===== src/rtl/prot_region_pkg.sv =====
package prot_region_pkg;

    localparam int unsigned ADDR_W  = 32;
    localparam int unsigned DATA_W  = 32;
    localparam int unsigned N_REG   = 8;
    localparam int unsigned IDX_W   = $clog2(N_REG);
    localparam int unsigned CFG_AW  = 5;
    localparam int unsigned SZ_W    = 5;
    localparam int unsigned SZ_MIN  = 4;
    localparam int unsigned BASE_LO = SZ_MIN + 1;

    localparam logic [CFG_AW-1:0] CFG_GLOBAL = CFG_AW'(2 * N_REG);
    localparam logic [CFG_AW-1:0] CFG_FSCLR  = CFG_AW'(2 * N_REG + 1);

    typedef enum logic [1:0] {
        ACC_FETCH = 2'd0,
        ACC_READ  = 2'd1,
        ACC_WRITE = 2'd2,
        ACC_RSVD  = 2'd3
    } acc_kind_e;

    typedef struct packed {
        logic [2:0] tex;
        logic       cach;
        logic       buff;
        logic       shr;
        logic       xn;
    } mem_attr_t;

    typedef struct packed {
        logic              en;
        logic [SZ_W-1:0]   szc;
        logic [2:0]        ap;
        mem_attr_t         attr;
        logic [ADDR_W-1:0] base;
    } region_t;

endpackage


===== src/rtl/prot_fault_hold.sv =====
module prot_fault_hold
    import prot_region_pkg::*;
(
    input  logic              clk,
    input  logic              rst_n,
    input  logic              fault,
    input  logic              clr,
    input  logic [ADDR_W-1:0] addr,
    input  logic [1:0]        kind,
    input  logic              priv,
    output logic              fs_valid,
    output logic [ADDR_W-1:0] fs_addr,
    output logic [1:0]        fs_kind,
    output logic              fs_priv
);

    typedef enum logic {
        FS_EMPTY = 1'b0,
        FS_HELD  = 1'b1
    } fs_state_e;

    fs_state_e st_q;
    fs_state_e st_d;
    logic      load;

    always_ff @(posedge clk or negedge rst_n) begin
        if (!rst_n) begin
            st_q    <= FS_EMPTY;
            fs_addr <= '0;
            fs_kind <= '0;
            fs_priv <= 1'b0;
        end else begin
            st_q <= st_d;
            if (load) begin
                fs_addr <= addr;
                fs_kind <= kind;
                fs_priv <= priv;
            end
        end
    end

    always_comb begin
        st_d = st_q;
        load = 1'b0;
        unique case (st_q)
            FS_EMPTY: begin
                if (fault) begin
                    load = 1'b1;
                    st_d = FS_HELD;
                end
            end
            FS_HELD: begin
                if (clr) begin
                    if (fault) load = 1'b1;
                    else       st_d = FS_EMPTY;
                end
            end
            default: st_d = FS_EMPTY;
        endcase
    end

    assign fs_valid = (st_q == FS_HELD);

    AST_FS_KEEP: assert property (@(posedge clk) disable iff (!rst_n)
        (fs_valid && !clr) |=> (fs_valid && $stable(fs_addr) && $stable(fs_kind) && $stable(fs_priv)));

    AST_FS_LOAD: assert property (@(posedge clk) disable iff (!rst_n)
        (!fs_valid && fault) |=> (fs_valid && (fs_addr == $past(addr))));

    AST_FS_DROP: assert property (@(posedge clk) disable iff (!rst_n)
        (fs_valid && clr && !fault) |=> !fs_valid);

endmodule


===== config.mk =====
export PLATFORM = sky130hd
export DESIGN_NAME = prot_fault_hold
export DESIGN_NICKNAME = d
export VERILOG_FILES = /design/src/rtl/prot_region_pkg.sv /design/src/rtl/prot_fault_hold.sv
export SDC_FILE = /design/constraint.sdc
export NUM_CORES = 1
export LEC_CHECK = 0
export BUFFER_PORTS_ARGS = -buffer_cell sky130_fd_sc_hd__buf_2
export CAP_MARGIN = 15
export CORE_MARGIN = 10
export CORE_UTILIZATION = 40
export CTS_BUF_LIST = sky130_fd_sc_hd__clkbuf_2
export DETAILED_ROUTE_END_ITERATION = 10
export PLACE_DENSITY = 0.71
export SLEW_MARGIN = 10
export SYNTH_ARGS = -nofsm -noshare
export SYNTH_HDL_FRONTEND = slang
export SYNTH_SLANG_ARGS = --single-unit
export TNS_END_PERCENT = 30

===== constraint.sdc =====
create_clock -name clk -period 2.5 [get_ports clk]
set_input_delay 0.25 -clock clk [delete_from_list [all_inputs] [get_ports clk]]
set_output_delay 0.25 -clock clk [all_outputs]
set_load 0.005 [all_outputs]

==> impl_metrics.py, run 1 <==
metrics = {
    "sta": {
        "hold_ws_ns": 0.09659,
        "layout_min_cycle_time_ns": 1.455,
        "finalCritPeriodShare": 0.5819,
        "worstMarginPinSlew_ns": 0.7856,
        "setup_violations": 0,
        "relSlewSlack": 0.4763,
        "rsz0062_at_grt": "no",
        "slew_viol_final": 0,
        "setup_tns_ns": 0,
        "timing.final.ws_setup_ns": 1.045,
        "hold_viol_final": 0,
        "clock_skew_ns": 0.01080,
        "fmax_mhz": 687.4,
    },
    "drt": {
        "drc": 0,
        "drt_iter0_drc": 40,
        "vias_per_cell": 4.549,
        "antenna_left": 0,
        "routed_wl_um": 3401,
        "wire_per_inst_um": 16.67,
        "first_pass_iters": 3,
        "via_count": 928,
    },
    "setup_path": {
        "start_kind": "flip-flop",
        "critPathArrivalTime_ns": 1.72,
        "r2r_start": "fs_valid$_DFF_PN0_",
        "slowest_delay_ns": 0.46,
        "reg2regPathDepth": 3,
        "worstPathCellList": "nand2b_4 -> nand2_4 -> mux2_2",
        "regToRegSetupSlack_ns": 1.05,
        "crit_buf_inv": 0,
        "crit_path_end_kind": "flip-flop",
        "reg2reg_to": "fs_addr[27]$_DFFE_PN0P_",
        "cpMaxStageDelayCell": "nand2_4",
        "crit_family": "simple AND/OR/NAND/NOR gates",
        "critical_path.max_fanout": 35,
        "required_ns": 2.77,
        "crit_type": "flip-flop to flip-flop",
    },
    "synthesis": {
        "yosys_register_bits": 36,
        "synth_xor_area_frac": 0,
        "synth_area_leaders": "dfrtp_1, mux2_4, buf_12",
        "async_reset_ff_frac": 1.000,
        "ys_warn_count": 0,
        "synth_common_cells": "dfrtp_1, mux2_4, mux2_2",
        "yosysTopAreaCell": "dfrtp_1",
        "synth_edf_count": 0,
        "synth_fa_ha_area_frac": 0,
        "synth_compound_area_frac": 0,
        "netlist.area_leader.share": 0.6005,
        "syn_nets": 116,
        "synth_cell_types": 7,
        "syn_area_um2": 1500,
        "syn-instance-count": 77,
        "synth_most_common_cell": "dfrtp_1",
        "synth-simple-area-share": 0.02168,
        "synth_top_family_by_area": "multiplexers",
        "synth_mux_area_frac": 0.3378,
        "yosysSeqAreaShare": 0.6005,
        "dominantRegCellSynth": "dfrtp_1",
        "syn_avg_cell_area_um2": 19.48,
    },
    "finish": {
        "n_antenna_cell": 0,
        "post-route-util": 0.5265,
        "drive_above_1_share": 0.7436,
        "multi_input_area_um2": 539.3,
        "seq_area_um2": 900.9,
        "nFillCells": 334,
        "syn_to_final_growth_pct": 27.52,
        "instances_no_fill": 204,
        "fin_nets": 195,
        "final_area_um2": 1913,
    },
    "global_route": {
        "antenna_found_initial": 0,
        "grt_pass1_vias": 1104,
        "grt_pass1_wl_um": 5430,
        "grt_use_total": 0.1076,
        "globalRouteOverflowTotal": 0,
        "grt_start_max_net_pins": 37,
    },
    "die": {
        "chipHeight_um": 81.24,
        "die-area_um2": 6600,
        "core_um2": 3633,
        "fp.dieW_um": 81.24,
        "rows": 22,
        "io_pins": 75,
        "start_util": 0.4129,
    },
    "placed_design": {
        "dp_hpwl_um": 2624,
        "dp_slack_ns": 0.9983,
        "dp_cells": 196,
        "gp_congestion": 0.7288,
        "io_buffers": 74,
        "postPlaceCellArea_um2": 1871,
    },
    "power_and_ir_drop": {
        "peakVddDrop_mv": 0.2987,
        "p_per_area_nw_per_um2": 653.9,
        "finalPower_mw": 1.251,
        "p_leak_nw": 1.040,
    },
    "worst_hold_path": {
        "hold_class": "primary input to flip-flop",
        "worstHoldPathCells": 2,
        "min_from": "addr[17]",
        "min_to": "fs_addr[17]$_DFFE_PN0P_",
    },
    "clock_tree": {
        "path_clk_slew_ns": 0.17,
        "cts_tree": "built",
        "cts_root_buffer": "clkbuf_2",
        "numCtsBuffers": 5,
        "post-cts-setup-buffers": 0,
        "cts_num_sinks": 36,
        "clockBufferDepth": 2,
        "htree_num_levels": 2,
        "cts_resized": 0,
        "clkLatencyLatePin_ns": 0.37,
    },
    "flow_run": {
        "drv_cap": 0,
    },
    "status": {
        "status": "completed",
    },
}
## report_power, final
group	leakage (nW)	total, mW	switching [mW]	internal [mW]
logic	0.596	0.303	0.109	0.194
clock network	0.0239	0.236	0.179	0.0577
registers	0.420	0.712	0.0456	0.666
total	1.04	1.25	0.333	0.918
## worst max path at each step
stage	startpoint	to	slack, ns	depth (start not counted)
2_1_floorplan	fs_valid$_DFF_PN0_	fs_addr[0]$_DFFE_PN0P_	1.34	4
3_3_place_gp	clr	fs_addr[29]$_DFFE_PN0P_	1.04	4
3_5_place_dp	clr	fs_addr[27]$_DFFE_PN0P_	1.0	4
4_1_cts	fs_valid$_DFF_PN0_	fs_addr[27]$_DFFE_PN0P_	1.02	3
5_1_grt	fs_valid$_DFF_PN0_	fs_addr[27]$_DFFE_PN0P_	0.98	3
6_report	fs_valid$_DFF_PN0_	fs_addr[27]$_DFFE_PN0P_	1.05	3
## metal layers
| layer | track usage | up-vias | routed length (um) |
|---|---|---|---|
| met5 | 0 | - | 0 |
| met4 | 0.04152 | 0 | 49 |
| met3 | 0.05629 | 7 | 376 |
| met2 | 0.1791 | 45 | 1666 |
| met1 | 0.1135 | 453 | 1309 |
| li1 | - | 423 | - |
## sequential cells by signal (all words and copies together), names as in the netlist
signal / cells
fs_addr: 32
fs_kind: 2
fs_priv: 1
fs_valid: 1
## cells by family (layout without fill, tap and decap cells)
logic type,after synthesis,in the layout
flops,36,36
simple gates,3,3
mux,35,35
buf+inv,3,82
## placed cells by master (no fill, tap or decap)
master,Yosys,final
dlygate4sd3_1,0,1
clkinv_1,0,2
mux2_4,30,30
buf_2,0,74
dfrtp_1,36,36
mux2_2,5,5
clkbuf_2,0,5
or2b_1,1,1
nand2_4,1,1
nand2b_4,1,1
## what timing repair did
| action | 4_1_cts | 5_1_grt |
|---|---|---|
| endpoints found under the setup margin | 0 | 0 |
| hold buffers | 1 | 0 |
| endpoints found under the hold margin | 36 | 0 |
## area by class of cell
cell class | count | area share
sequential | 36 | 0.4709
clock inverter | 2 | 0.003924
clock buffer | 5 | 0.01308
timing repair buffer | 75 | 0.1988
multi-input combinational | 38 | 0.2819
tap | 48 | 0.03139
No activity file was read; power rests on OpenSTA's default activity.
==> run 2, diff against run 1 <==
clock period = 1.5 ns   (was 2.5 ns; I/O delays follow)
==> impl_metrics.py, run 2 (same netlist as run 1, synthesis figures left out) <==
metrics = {
    "finish": {
        "regMostFlops": "fs_addr",
        "nFillCells": 273,
        "final_common_cell": "buf_2",
        "fin_nets": 233,
        "drive_above_1_share": 0.6205,
        "instances_no_fill": 243,
        "n_antenna_cell": 0,
        "multi_input_area_um2": 539.3,
        "reg_top3": "fs_addr (32), fs_kind (2)",
        "layout_common_cells": "buf_2, dlygate4sd3_1, dfrtp_1",
        "post-route-util": 0.6422,
        "seq_area_um2": 900.9,
        "largest_register_ffs": 32,
        "syn_to_final_growth_pct": 55.55,
    },
    "placed_design": {
        "gp_congestion": 0.7336,
        "io_buffers": 74,
        "dp_cells": 198,
        "dp_hpwl_um": 2676,
    },
    "power_and_ir_drop": {
        "peakVddDrop_mv": 0.5915,
        "finalPower_mw": 2.380,
        "p_leak_nw": 1.224,
        "p_per_area_nw_per_um2": 1020,
    },
    "setup_path": {
        "regToRegSetupSlack_ns": 0.29,
        "critPathArrivalTime_ns": 1.49,
        "crit_path_end_kind": "flip-flop",
        "critical_path.max_fanout": 25,
        "reg2regPathDepth": 4,
        "reg2reg_to": "fs_addr[28]$_DFFE_PN0P_",
        "crit_type": "flip-flop to flip-flop",
        "required_ns": 1.79,
        "start_kind": "flip-flop",
        "r2r_start": "fs_valid$_DFF_PN0_",
    },
    "die": {
        "io_pins": 75,
        "start_util": 0.4129,
        "chipHeight_um": 81.24,
        "rows": 22,
        "core_um2": 3633,
        "fp.dieW_um": 81.24,
        "die-area_um2": 6600,
    },
    "clock_tree": {
        "cts_root_buffer": "clkbuf_2",
        "path_clk_slew_ns": 0.19,
        "post-cts-setup-buffers": 0,
        "numCtsBuffers": 5,
        "clockBufferDepth": 2,
        "cts_num_sinks": 36,
        "clkLatencyLatePin_ns": 0.37,
        "htree_num_levels": 2,
        "cts_tree": "built",
    },
    "drt": {
        "first_pass_iters": 2,
        "drc": 0,
        "routed_wl_um": 4018,
        "vias_per_cell": 4.412,
        "antenna_left": 0,
        "via_count": 1072,
        "wire_per_inst_um": 16.53,
        "drt_iter0_drc": 42,
    },
    "global_route": {
        "antenna_found_initial": 0,
        "globalRouteOverflowTotal": 0,
        "grt_pass1_vias": 1183,
        "grt_start_max_net_pins": 37,
        "grt_use_total": 0.1180,
        "grt_pass1_wl_um": 5920,
    },
    "sta": {
        "clock_skew_ns": 0.02303,
        "rsz0062_at_grt": "no",
        "layout_min_cycle_time_ns": 1.206,
        "setup_violations": 0,
        "setup_tns_ns": 0,
        "finalCritPeriodShare": 0.8043,
        "hold_ws_ns": 0.1967,
        "slew_viol_final": 0,
        "fmax_mhz": 828.9,
        "relSlewSlack": 0.4784,
        "worstMarginPinSlew_ns": 0.7824,
        "hold_viol_final": 0,
    },
    "worst_hold_path": {
        "min_to": "fs_valid$_DFF_PN0_",
        "worstHoldPathCells": 3,
        "hold_class": "primary input to flip-flop",
        "min_from": "clr",
    },
    "flow_run": {
        "drv_cap": 0,
    },
    "status": {
        "status": "completed",
    },
}
## run 2: worst max path at each step
stage | start | end | slack, ns | cells past startpoint
after floorplan | fs_valid$_DFF_PN0_ | fs_addr[0]$_DFFE_PN0P_ | 0.34 | 4
after global placement | fs_valid$_DFF_PN0_ | fs_addr[28]$_DFFE_PN0P_ | 0.32 | 4
after detailed placement | fs_valid$_DFF_PN0_ | fs_addr[28]$_DFFE_PN0P_ | 0.27 | 4
after CTS | fs_valid$_DFF_PN0_ | fs_addr[28]$_DFFE_PN0P_ | 0.27 | 4
after global routing | fs_valid$_DFF_PN0_ | fs_addr[28]$_DFFE_PN0P_ | 0.24 | 4
final | fs_valid$_DFF_PN0_ | fs_addr[28]$_DFFE_PN0P_ | 0.29 | 4
## run 2: through the flow
| stage | cell area [um2] | worst slack, ns |
|---|---|---|
| after floorplan | 1500 | 0.3433 |
| after global placement | 1898 | 0.3198 |
| after detailed placement | 1898 | 0.2724 |
| after CTS | 2223 | 0.2746 |
| after global routing | 2333 | 0.2408 |
| final | 2333 | 0.2936 |
## run 2: critical path, stage by stage (launching register included)
cell,delay (ns)
dfrtp_1,0.42
nand2b_4,0.07
nand2_4,0.08
buf_12,0.20
mux2_2,0.36
## run 2: where the power goes
| part | switching [mW] | total (mW) | internal [mW] |
|---|---|---|---|
| combinational | 0.203 | 0.595 | 0.392 |
| clock | 0.312 | 0.599 | 0.287 |
| sequential | 0.0760 | 1.19 | 1.11 |
## run 2: cell type report
cell class	instances	share of cell area
Clock buffer	6	0.01287
Clock inverter	2	0.01501
Sequential cell	36	0.3861
Timing Repair Buffer	113	0.3292
Multi-Input combinational cell	38	0.2311
Tap cell	48	0.02574
## run 2: timing repair
item                                   CTS  global route
resized for setup                        0             0
endpoints found under the hold margin   61            11
hold buffers                            26            11
## run 2: per-layer routing
layer | global-route usage | wire length [um] | vias to the layer above
li1 | - | - | 500
met1 | 0.1151 | 1417 | 523
met2 | 0.2142 | 2198 | 44
met3 | 0.05850 | 372 | 5
met4 | 0.03633 | 30 | 0
met5 | 0 | 0 | -
